==> src/rtl/arb3_pkg.sv <==
package arb3_pkg;
  localparam int unsigned NUM_CLIENTS = 3;
  localparam int unsigned STATE_W     = $clog2(NUM_CLIENTS + 1);

  // Code 0 is the free state; code k+1 means client k owns the resource.
  typedef enum logic [STATE_W-1:0] {
    ST_FREE = 2'd0,
    ST_OWN0 = 2'd1,
    ST_OWN1 = 2'd2,
    ST_OWN2 = 2'd3
  } arb_state_e;
endpackage

==> src/rtl/arb3_next_state.sv <==
module arb3_next_state
  import arb3_pkg::*;
(
  input  arb_state_e             cur,
  input  logic [NUM_CLIENTS-1:0] req,
  output arb_state_e             nxt
);
  always_comb begin
    nxt = cur;
    unique case (cur)
      ST_FREE: begin
        if (req[0])      nxt = ST_OWN0;
        else if (req[1]) nxt = ST_OWN1;
        else if (req[2]) nxt = ST_OWN2;
        else             nxt = ST_FREE;
      end
      ST_OWN0: if (!req[0]) nxt = ST_FREE;
      ST_OWN1: if (!req[1]) nxt = ST_FREE;
      ST_OWN2: if (!req[2]) nxt = ST_FREE;
      default: nxt = ST_FREE;
    endcase
  end
endmodule

==> src/rtl/arb3_grant_decode.sv <==
module arb3_grant_decode
  import arb3_pkg::*;
(
  input  arb_state_e             cur,
  output logic [NUM_CLIENTS-1:0] gnt
);
  for (genvar g = 0; g < NUM_CLIENTS; g++) begin : g_dec
    localparam logic [STATE_W-1:0] CODE = STATE_W'(g + 1);
    assign gnt[g] = (cur == arb_state_e'(CODE));
  end
endmodule

==> src/rtl/req_arbiter3.sv <==
module req_arbiter3
  import arb3_pkg::*;
(
  input  logic       clk,
  input  logic       rst,
  input  logic [2:0] req,
  output logic [2:0] gnt
);
  arb_state_e cur_q;
  arb_state_e nxt_c;

  arb3_next_state u_ns (
    .cur (cur_q),
    .req (req),
    .nxt (nxt_c)
  );

  always_ff @(posedge clk or posedge rst) begin
    if (rst) cur_q <= ST_FREE;
    else     cur_q <= nxt_c;
  end

  arb3_grant_decode u_dec (
    .cur (cur_q),
    .gnt (gnt)
  );

  p_single_grant_r9: assert property (@(posedge clk) disable iff (rst)
    $onehot0(gnt));

  p_pick_first_r2: assert property (@(posedge clk) disable iff (rst)
    (gnt == 3'b000 && req[0]) |=> (gnt == 3'b001));

  p_pick_second_r3: assert property (@(posedge clk) disable iff (rst)
    (gnt == 3'b000 && !req[0] && req[1]) |=> (gnt == 3'b010));

  p_pick_third_r4: assert property (@(posedge clk) disable iff (rst)
    (gnt == 3'b000 && req == 3'b100) |=> (gnt == 3'b100));

  p_stay_free_r5: assert property (@(posedge clk) disable iff (rst)
    (gnt == 3'b000 && req == 3'b000) |=> (gnt == 3'b000));

  // an owner whose request is still up keeps exactly its grant.
  p_hold_r6: assert property (@(posedge clk) disable iff (rst)
    (gnt != 3'b000 && (gnt & req) != 3'b000) |=> (gnt == $past(gnt)));

  p_release_r7: assert property (@(posedge clk) disable iff (rst)
    (gnt != 3'b000 && (gnt & req) == 3'b000) |=> (gnt == 3'b000));
endmodule

==> config.mk <==
export PLATFORM = sky130hd
export DESIGN_NAME = req_arbiter3
export DESIGN_NICKNAME = d
export VERILOG_FILES = /design/src/rtl/arb3_pkg.sv /design/src/rtl/arb3_next_state.sv /design/src/rtl/arb3_grant_decode.sv /design/src/rtl/req_arbiter3.sv
export SDC_FILE = /design/constraint.sdc
export NUM_CORES = 1
export LEC_CHECK = 0
export BUFFER_PORTS_ARGS = -buffer_cell sky130_fd_sc_hd__buf_2
export CELL_PAD_IN_SITES_DETAIL_PLACEMENT = 0
export CELL_PAD_IN_SITES_GLOBAL_PLACEMENT = 2
export CORE_AREA = 4 4 41 43
export CTS_CLUSTER_DIAMETER = 200
export CTS_CLUSTER_SIZE = 40
export DETAILED_ROUTE_END_ITERATION = 12
export DIE_AREA = 0 0 45 47
export PLACE_DENSITY_LB_ADDON = 0.05
export SETUP_SLACK_MARGIN = 0.15
export SYNTH_ARGS = -nofsm -noshare
export SYNTH_HDL_FRONTEND = slang
export SYNTH_SLANG_ARGS = --single-unit
==> constraint.sdc <==
create_clock -name clk -period 1.3 [get_ports clk]
set_clock_uncertainty 0.1 [all_clocks]
set_input_delay 0.195 -clock clk [delete_from_list [all_inputs] [get_ports clk]]
set_output_delay 0.195 -clock clk [all_outputs]
set_load 0.02 [all_outputs]
## Word level (Yosys, flattened, before mapping)

Cells that the tools add are included.

| word-level totals | value |
|---|---|
| bits of input ports | 5 |
| flip-flop bits (word level) | 2 |
| output and inout port bits | 3 |

| cells by class | value |
|---|---|
| reduce and logical (&&, ||, !) cells | 2 |
| multiplexer cells | 7 |
| equal/unequal tests | 6 |

Operator list:

| kind | count |
|---|---|
| $mux W2 | 6 |
| $pmux W2 S4 | 1 |
| $ne A2 B2 Y1 const B | 3 |
| $eq A2 B2 Y1 const B | 2 |
| $reduce_and A3 Y1 | 1 |
| $eq A2 B1 Y1 const B | 1 |
| $logic_not A2 Y1 | 1 |

## Depth between registers and ports, before layout

Gate-level depths: netlist (run 1).

| depth | value |
|---|---|
| word-level depth | 4 |
| mapped depth | 3 |
| gate-level depth less buffers | 3 |

## Modules after synthesis

A second synthesis (run 1) with hierarchy kept.

| unflattened totals | value |
|---|---|
| cells, all modules | 13 |
| area, all modules | 133.9 um^2 |

Modules (own cells, without submodules):

| module | area each (um^2) | cells an instance | times used |
|---|---|---|---|
| arb3_next_state | 57.6 | 7 | 1 |
| req_arbiter3 | 53.8 | 3 | 1 |
| arb3_grant_decode | 22.5 | 3 | 1 |

## Least setup slack after synthesis (run 1)

Ideal clock, no wire load.

| timing path | value |
|---|---|
| kind | register to output |
| start | register cur_q[0] |
| end | output gnt[0] |
| cell stages (with the launch flop) | 2 |
| slack | 0.238 ns |
| data arrival time | 0.767 ns |
| required time | 1.005 ns |
| cells stage by stage | dfrtp_1 nor2b_1 |

| between the ends | value |
|---|---|
| longest elaborated chain between the ends | 1 |

RTL lines:

| what | RTL line | text |
|---|---|---|
| start: declaration | req_arbiter3.sv:9 | `arb_state_e cur_q;` |
| start signal: assignment | req_arbiter3.sv:20 | `else cur_q <= nxt_c;` |
| $eq A2 B1 Y1 | arb3_grant_decode.sv:9 | `assign gnt[g] = (cur == arb_state_e'(CODE));` |
| end: declaration | req_arbiter3.sv:7 | `output logic [2:0] gnt` |

No other way between the ends.

## Worst setup path after layout (run 1)

| timing path | value |
|---|---|
| start | register cur_q[1] |
| end | output gnt[2] |

| between the ends | value |
|---|---|
| longest elaborated chain between the ends | 1 |

RTL lines:

| what | RTL line |
|---|---|
| $eq A2 B2 Y1 | arb3_grant_decode.sv:9 |

No other way between the ends.

==> results of run 1 <==
==> cell families (layout without fill, tap and decap cells) <==
kind of cell,count (synthesis),after routing,share of synthesized area (%)
flops,2,2,41.7
buf+inv,2,15,6.25
mux,1,1,8.33
simple gates,6,6,28.1
compound gates,3,3,15.6
==> cell usage in the layout (no fill, tap or decap) <==
cell / instances
nor2_2: 1
o32ai_2: 1
a21oi_1: 2
mux2i_1: 1
nand2_1: 1
nor3b_2: 1
dlygate4sd3_1: 1
dfrtp_2: 2
and2_4: 1
nor3_1: 1
nor2b_1: 1
inv_1: 1
clkbuf_4: 3
buf_2: 4
inv_2: 1
buf_6: 1
buf_4: 4
==> cell type report <==
type	count	share of cell area (%)
multi-input cells	10	31.3
well taps	15	7.46
clock buffers	3	8.96
flip-flops and latches	2	20.9
inverters	2	2.99
repair buffers	10	28.4
==> stage by stage <==
step                total power [uW]  util [%]  std cells
floorplan                        249         -         14
global placement                 325      13.4         36
detailed placement               320      13.4         36
CTS                              553      18.1         42
global route                     614      19.3         42
finish                           566      19.3         42
==> timing repair <==
action                                 4_1_cts  5_1_grt
resized for setup                            7        4
endpoints found under the hold margin        2        0
setup buffers                                2        0
pin swaps                                    1        2
setup endpoints to repair                    3        5
hold buffers                                 1        0
==> per-layer routing <==
metal  share of wire (%)  global-route usage, %  wire length (um)  up-vias
met5                   0                      0                 0        -
met4                   0                   5.26                 0        0
met1                  33                   4.32               141       69
li1                    -                      -                 -       74
met2                  61                   9.60               258        5
met3                 5.9                   1.53                25        0
==> report_power, final <==
| group | switching, uW | internal, uW |
|---|---|---|
| clock | 33.1 | 102 |
| sequential | 33.2 | 95.8 |
| combinational | 144 | 158 |
| total | 211 | 355 |
==> how the worst max path moves through the flow <==
| stage | cells past startpoint | end | slack (ps) |
|---|---|---|---|
| 3_5_place_dp | 2 | gnt[2] | 210 |
| 2_1_floorplan | 1 | gnt[0] | 240 |
| 5_1_grt | 2 | gnt[2] | 40 |
| 3_3_place_gp | 2 | gnt[2] | 190 |
| 6_report | 2 | gnt[2] | 70 |
| 4_1_cts | 2 | gnt[0] | 80 |
==> results.toml, run 1 <==
[outcome]
outcome = "finished clean"

[worst_setup_path]
path_max_fanout = 5
worstReg2RegEnd = "cur_q[0]"
reg2regPathDepth = 4
cp_cell_sequence = "and2_4, buf_6"
cp.arrival_ps = 930
critPathKind = "register to primary output"
critPathBufInv = 1
critPathCaptureType = "primary output"
crit_path_start_kind = "register"
cp.required_ps = 1000
rr_startpoint = "cur_q[0]"
crit_slowest_cell = "dfrtp_2"
slowest_delay_ps = 420
rrSetupSlack_ps = 190
crit_start = "cur_q[1]"
path_delay_family = "flip-flops"

[flow_run]
max_cap_viol_count = 0

[placement]
portBuffers = 7
dpl.hpwl_um = 298
post_dp_cell_area_um2 = 174
post-place-ws_ps = 207
gp_congestion = 0.595

[yosys]
synth_ff_type = "dfrtp_1"
synth_cell_types = 11
synthCells = 14
yosys-top-cells-area = "dfrtp_1, a21oi_1, mux2i_1"
synth.ff_latch_count = 2
yosys.area.top_type = "dfrtp_1"
synth_top_cell_area_share_pct = 41.7
synth_common_cells = "a21oi_1, dfrtp_1, inv_1"
syn_area_um2 = 120
synth_edf_count = 0
syn-num-nets = 19
syn_avg_cell_area_um2 = 8.58
ys_warn_count = 0
ys_seq_area_share_pct = 41.7
synthArstFlopShare_pct = 100

[sta]
hold_viol = 0
slew_headroom_pct = 88.6
setup_ws_ps = 74.8
max_freq_ghz = 0.816
finalSetupViolCount = 0
setup_tns_ps = 0
period_minus_slack_ps = 1230
slew_violations = 0
period_share_pct = 94.2
rsz0062_at_grt = "true"
worst_pin_slew_ps = 166
fin_hold_ws_ps = 112

[grt]
antenna_found_initial = 0
grt_pass1_wl_um = 759
track_usage_pct = 5.21
grt_remaining_overflow = 0
grt_start_max_net_pins = 6
first_global_vias = 195

[floorplan]
ioPinCount = 8
die-area_mm2 = 0.00212
start_util_pct = 9.23
core_mm2 = 0.00130
row_count = 13
die_x_um = 45
die_h_um = 47

[clock_tree]
path_clk_slew_ps = 30
cts.sinks = 2
cts_tree = "done"
cts_inserted_buffers = 3
clockBufferDepth = 2
htreeDepth = 1
worstSkewPairLatency_ps = 220
cts_root_buffer = "clkbuf_4"

[final_layout]
fill_cells = 166
largest_reg_flops = 2
postLayoutCellArea_um2 = 251
regArea_um2 = 52.6
antenna_cells = 0
nNetsFinal = 34
syn2layout_area_growth_pct = 109
drive_above_1_share_pct = 70.4
top_regs = "cur_q (2)"
multi_input_area_um2 = 78.8
top_register = "cur_q"

[min_path]
hold_end = "cur_q[1]"
hold_depth = 2
hold_path.class = "input pin to register"
hold_start = "req[0]"

[drt]
first_pass_iters = 1
drt-initial-drc-count = 0
vias = 148
routed_wirelength_um = 425
routedWlPerCell_um = 10.1
ant_nets = 0
route.detailed.drc = 0
drt-vias-per-instance = 3.52

[power_and_ir_drop]
powerDensity_mw_per_mm2 = 2250
ir_drop_mv = 0.601
p_leak_uw = 0.000117
Power figures use the tool's default switching activity.
==> inputs of run 2 (changes only) <==
Settings changed: GPL_TIMING_DRIVEN from default to 0.
==> run 2 against run 1 <==
Effect of this change:
- fmax up 0.67%
- final area up 4.5%
- power up 4.9%
- die area unchanged
- via count down 1.4%
- global-route usage down 1.0 points
- sequential share of layout area down 0.90 points
- sequential cell count unchanged
- largest power group unchanged
==> results.toml, run 2 (same netlist as run 1, synthesis figures left out) <==
[final_layout]
regArea_um2 = 52.6
layout.cells.most_common_list = "buf_4, buf_2, clkbuf_4, a21oi_1, dfrtp_2"
drive_above_1_share_pct = 75.0
fill_cells = 152
layout_commonest_cell = "buf_4"
syn2layout_area_growth_pct = 119
largest_reg_flops = 2
nNetsFinal = 35
antenna_cells = 0
multi_input_area_um2 = 82.6
top_regs = "cur_q (2)"
top_register = "cur_q"

[clock_tree]
cts_tree = "done"
worstSkewPairLatency_ps = 220
cts_root_buffer = "clkbuf_4"
cts_inserted_buffers = 3
clockBufferDepth = 2
htreeDepth = 1
path_clk_slew_ps = 30
cts.sinks = 2

[grt]
track_usage_pct = 4.19
use_met3_pct = 1.53
grt_pass1_wl_um = 572
antenna_found_initial = 0
first_global_vias = 148
grt_remaining_overflow = 0
grt_use_met1_pct = 3.86
grt_start_max_net_pins = 6
grt_util_met2_pct = 6.50
grt_busiest_layer = "met2"

[sta]
rsz0062_at_grt = "true"
slew_headroom_pct = 88.3
finalSetupViolCount = 0
period_minus_slack_ps = 1220
max_freq_ghz = 0.822
setup_ws_ps = 83.0
slew_violations = 0
hold_viol = 0
worst_pin_slew_ps = 172
period_share_pct = 93.6
setup_tns_ps = 0

[worst_setup_path]
critPathBufInv = 1
critPathKind = "register to primary output"
crit_start = "cur_q[1]"
crit_path_start_kind = "register"
path_delay_family = "flip-flops"
rr_startpoint = "cur_q[0]"
cp.arrival_ps = 920
path_max_fanout = 4
critPathCaptureType = "primary output"
cp.required_ps = 1000
crit_slowest_cell = "dfrtp_2"
slowest_delay_ps = 420
cp_cell_sequence = "and2_4, buf_6"

[outcome]
outcome = "finished clean"

[drt]
drt-vias-per-instance = 3.40
routed_wirelength_um = 405
first_pass_iters = 1
drt-initial-drc-count = 0
routedWlPerCell_um = 9.42
vias = 146
route.detailed.drc = 0
ant_nets = 0

[floorplan]
row_count = 13
die-area_mm2 = 0.00212
ioPinCount = 8
core_mm2 = 0.00130
die_h_um = 47
die_x_um = 45
start_util_pct = 9.23

[min_path]
hold_start = "req[0]"
hold_path.class = "input pin to register"

[placement]
gp_congestion = 0.630
post-place-ws_ps = 198
dpl.hpwl_um = 292
portBuffers = 7

[power_and_ir_drop]
ir_drop_mv = 0.506
powerDensity_mw_per_mm2 = 2260
p_leak_uw = 0.000120

[flow_run]
max_cap_viol_count = 0
run 2: cell count changes in the layout (fill, tap and decap cells not counted):
cell,change
mux2i_1,-1
mux2i_2,+1
buf_4,+1
run 2: power breakdown:
part	switching, uW	internal (uW)
logic	151	180
registers	34.2	95.8
clock network	31.5	102
total	217	377
run 2: final timing paths:
check                      cells after the start  slack, ps        to
max                                            2         80    gnt[2]
min reg2reg                                    2        510  cur_q[0]
max in group asynchronous                      3        710  cur_q[0]
max reg2reg                                    4        210  cur_q[0]
min                                            2        110  cur_q[1]
min in group asynchronous                      3        270  cur_q[1]
run 2: layout make-up:
class                           count  share of cell area (%)
Multi-Input combinational cell     10                    31.4
Inverter                            2                    2.86
Sequential cell                     2                    20.0
Tap cell                           15                    7.14
Clock buffer                        3                    8.57
Timing Repair Buffer               11                    30.0
run 2: routing by layer:
layer	wire (um)	vias up	share of wire, %
met5	0	-	0
li1	-	76	-
met4	0	0	0
met1	150	65	37
met2	217	5	54
met3	37	0	9.1
run 2: repair_timing:
| item | in CTS | in global routing |
|---|---|---|
| hold endpoints to repair | 2 | 0 |
| resized for setup | 7 | 5 |
| setup endpoints to repair | 3 | 5 |
| setup buffers | 2 | 1 |
| hold buffers | 1 | 0 |
| pin swaps | 2 | 2 |
run 2: per-stage QoR:
stage                     cells  instance area, um^2  power (uW)  utilization [%]  hold WS, ps
after floorplan              14                  120         249                -         -164
after global placement       36                  174         326             13.4        -52.7
after detailed placement     36                  174         325             13.4        -49.8
after CTS                    42                  235         555             18.1          103
after global routing         43                  263         642             20.2          114
final                        43                  263         594             20.2          108
==> inputs of run 3 (changes only) <==
Clock period 1.3 ns to 1.2 ns, I/O delays scaled along.
==> run 3 against run 2 <==
Effect of this change:
- the flow now finishes with violations (negative setup slack)
- sequential power up 10%
- power rose by 13%
- hold slack worse by 11 ps
- final cell count unchanged
- clock-buffer cell count did not move
- critical path type unchanged
- critical endpoint is now gnt[0]
- largest cell class unchanged
- largest power group unchanged
- highest routed layer unchanged
==> results.toml, run 3 (same netlist as run 1, synthesis figures left out) <==
[min_path]
hold_path.class = "input pin to register"
hold_depth = 2
hold_end = "cur_q[1]"
hold_start = "req[0]"

[grt]
antenna_found_initial = 0
track_usage_pct = 4.74
grt_start_max_net_pins = 6
grt_pass1_wl_um = 662
grt_remaining_overflow = 0
first_global_vias = 172

[drt]
drt-vias-per-instance = 3.49
drt-initial-drc-count = 0
first_pass_iters = 1
route.detailed.drc = 0
vias = 150
routedWlPerCell_um = 9.21
ant_nets = 0
routed_wirelength_um = 396

[floorplan]
die_x_um = 45
ioPinCount = 8
die-area_mm2 = 0.00212
die_h_um = 47
row_count = 13
core_mm2 = 0.00130
start_util_pct = 9.23

[sta]
period_share_pct = 100
slew_violations = 0
worst_pin_slew_ps = 169
setup_ws_ps = -2.84
rsz0062_at_grt = "true"
setup_tns_ps = -3.20
slew_headroom_pct = 88.5
max_freq_ghz = 0.831
period_minus_slack_ps = 1200
finalSetupViolCount = 2
hold_viol = 0

[worst_setup_path]
reg2regPathDepth = 4
rrSetupSlack_ps = 80
slowest_delay_ps = 420
path_max_fanout = 4
critPathCaptureType = "primary output"
critPathBufInv = 1
rr_startpoint = "cur_q[0]"
cp_cell_sequence = "nor2b_1, buf_4"
path_delay_family = "flip-flops"
worstReg2RegEnd = "cur_q[0]"
cp.arrival_ps = 920
cp.required_ps = 920
crit_path_start_kind = "register"
crit_slowest_cell = "dfrtp_2"
critPathKind = "register to primary output"

[final_layout]
nNetsFinal = 35
postLayoutCellArea_um2 = 279
largest_reg_flops = 2
top_regs = "cur_q (2)"
drive_above_1_share_pct = 82.1
layout.cells.most_common_list = "buf_2, clkbuf_4, buf_4, buf_6, dfrtp_2"
final_cells = 43
top_register = "cur_q"
antenna_cells = 0
layout_commonest_cell = "buf_2"
fill_cells = 148
syn2layout_area_growth_pct = 132

[power_and_ir_drop]
ir_drop_mv = 0.547
powerDensity_mw_per_mm2 = 2420
p_leak_uw = 0.000123
power_uw = 674

[placement]
dp_cells = 36
dpl.hpwl_um = 292
portBuffers = 7
post_dp_cell_area_um2 = 174
gp_congestion = 0.630

[outcome]
outcome = "finished with violations"
violations = "negative setup slack"

[clock_tree]
worstSkewPairLatency_ps = 220
htreeDepth = 1
clockBufferDepth = 2
cts_tree = "done"
cts_root_buffer = "clkbuf_4"
cts.sinks = 2
path_clk_slew_ps = 30
cts_inserted_buffers = 3

[flow_run]
max_cap_viol_count = 0
-- run 3: timing repair --
item	in CTS	in global routing
endpoints found under the setup margin	5	5
hold buffers	1	0
setup buffers	2	1
pin swaps	3	2
gates resized for setup	11	5
hold endpoints to repair	2	0
-- run 3: area by class of cell --
cell class	instances	area [um^2]	area share (%)
inverters	2	7.51	2.69
flip-flops and latches	2	52.6	18.8
repair buffers	11	86.3	30.9
clock buffers	3	22.5	8.07
multi-input cells	10	91.3	32.7
well taps	15	18.8	6.73
-- run 3: how the worst max path moves through the flow --
stage	end	slack, ps	start	depth (start not counted)
after floorplan	gnt[0]	150	cur_q[0]	1
after global placement	cur_q[1]	90	cur_q[1]	3
after detailed placement	cur_q[1]	110	cur_q[1]	3
after CTS	gnt[2]	-50	cur_q[1]	2
after global routing	gnt[0]	-40	cur_q[0]	2
final	gnt[0]	-3	cur_q[0]	2
-- run 3: worst register-to-register path, stage by stage (launching register included) --
cell	delay, ps
dfrtp_2	420
buf_6	140
nor3b_2	190
nor3_2	50
a21oi_1	130
-- run 3: metal layers --
metal | wire, um | track usage, % | vias up
li1 | - | - | 77
met1 | 138 | 4.32 | 68
met2 | 224 | 7.91 | 5
met3 | 32 | 1.53 | 0
met4 | 0 | 5.26 | 0
met5 | 0 | 0 | -
-- run 3: stage by stage --
step | util, % | hold slack (ps) | setup slack [ps]
after floorplan | - | -179 | 153
after global placement | 13.4 | -67.7 | 85.8
after detailed placement | 13.4 | -64.8 | 111
after CTS | 19.6 | 85.3 | -46.3
after global routing | 21.4 | 106 | -43.4
final | 21.4 | 96.3 | -2.84
-- run 3: power breakdown --
part	total, uW	switching, uW	internal, uW
Clock	144	34.1	110
Combinational	387	170	216
Sequential	143	39.4	104
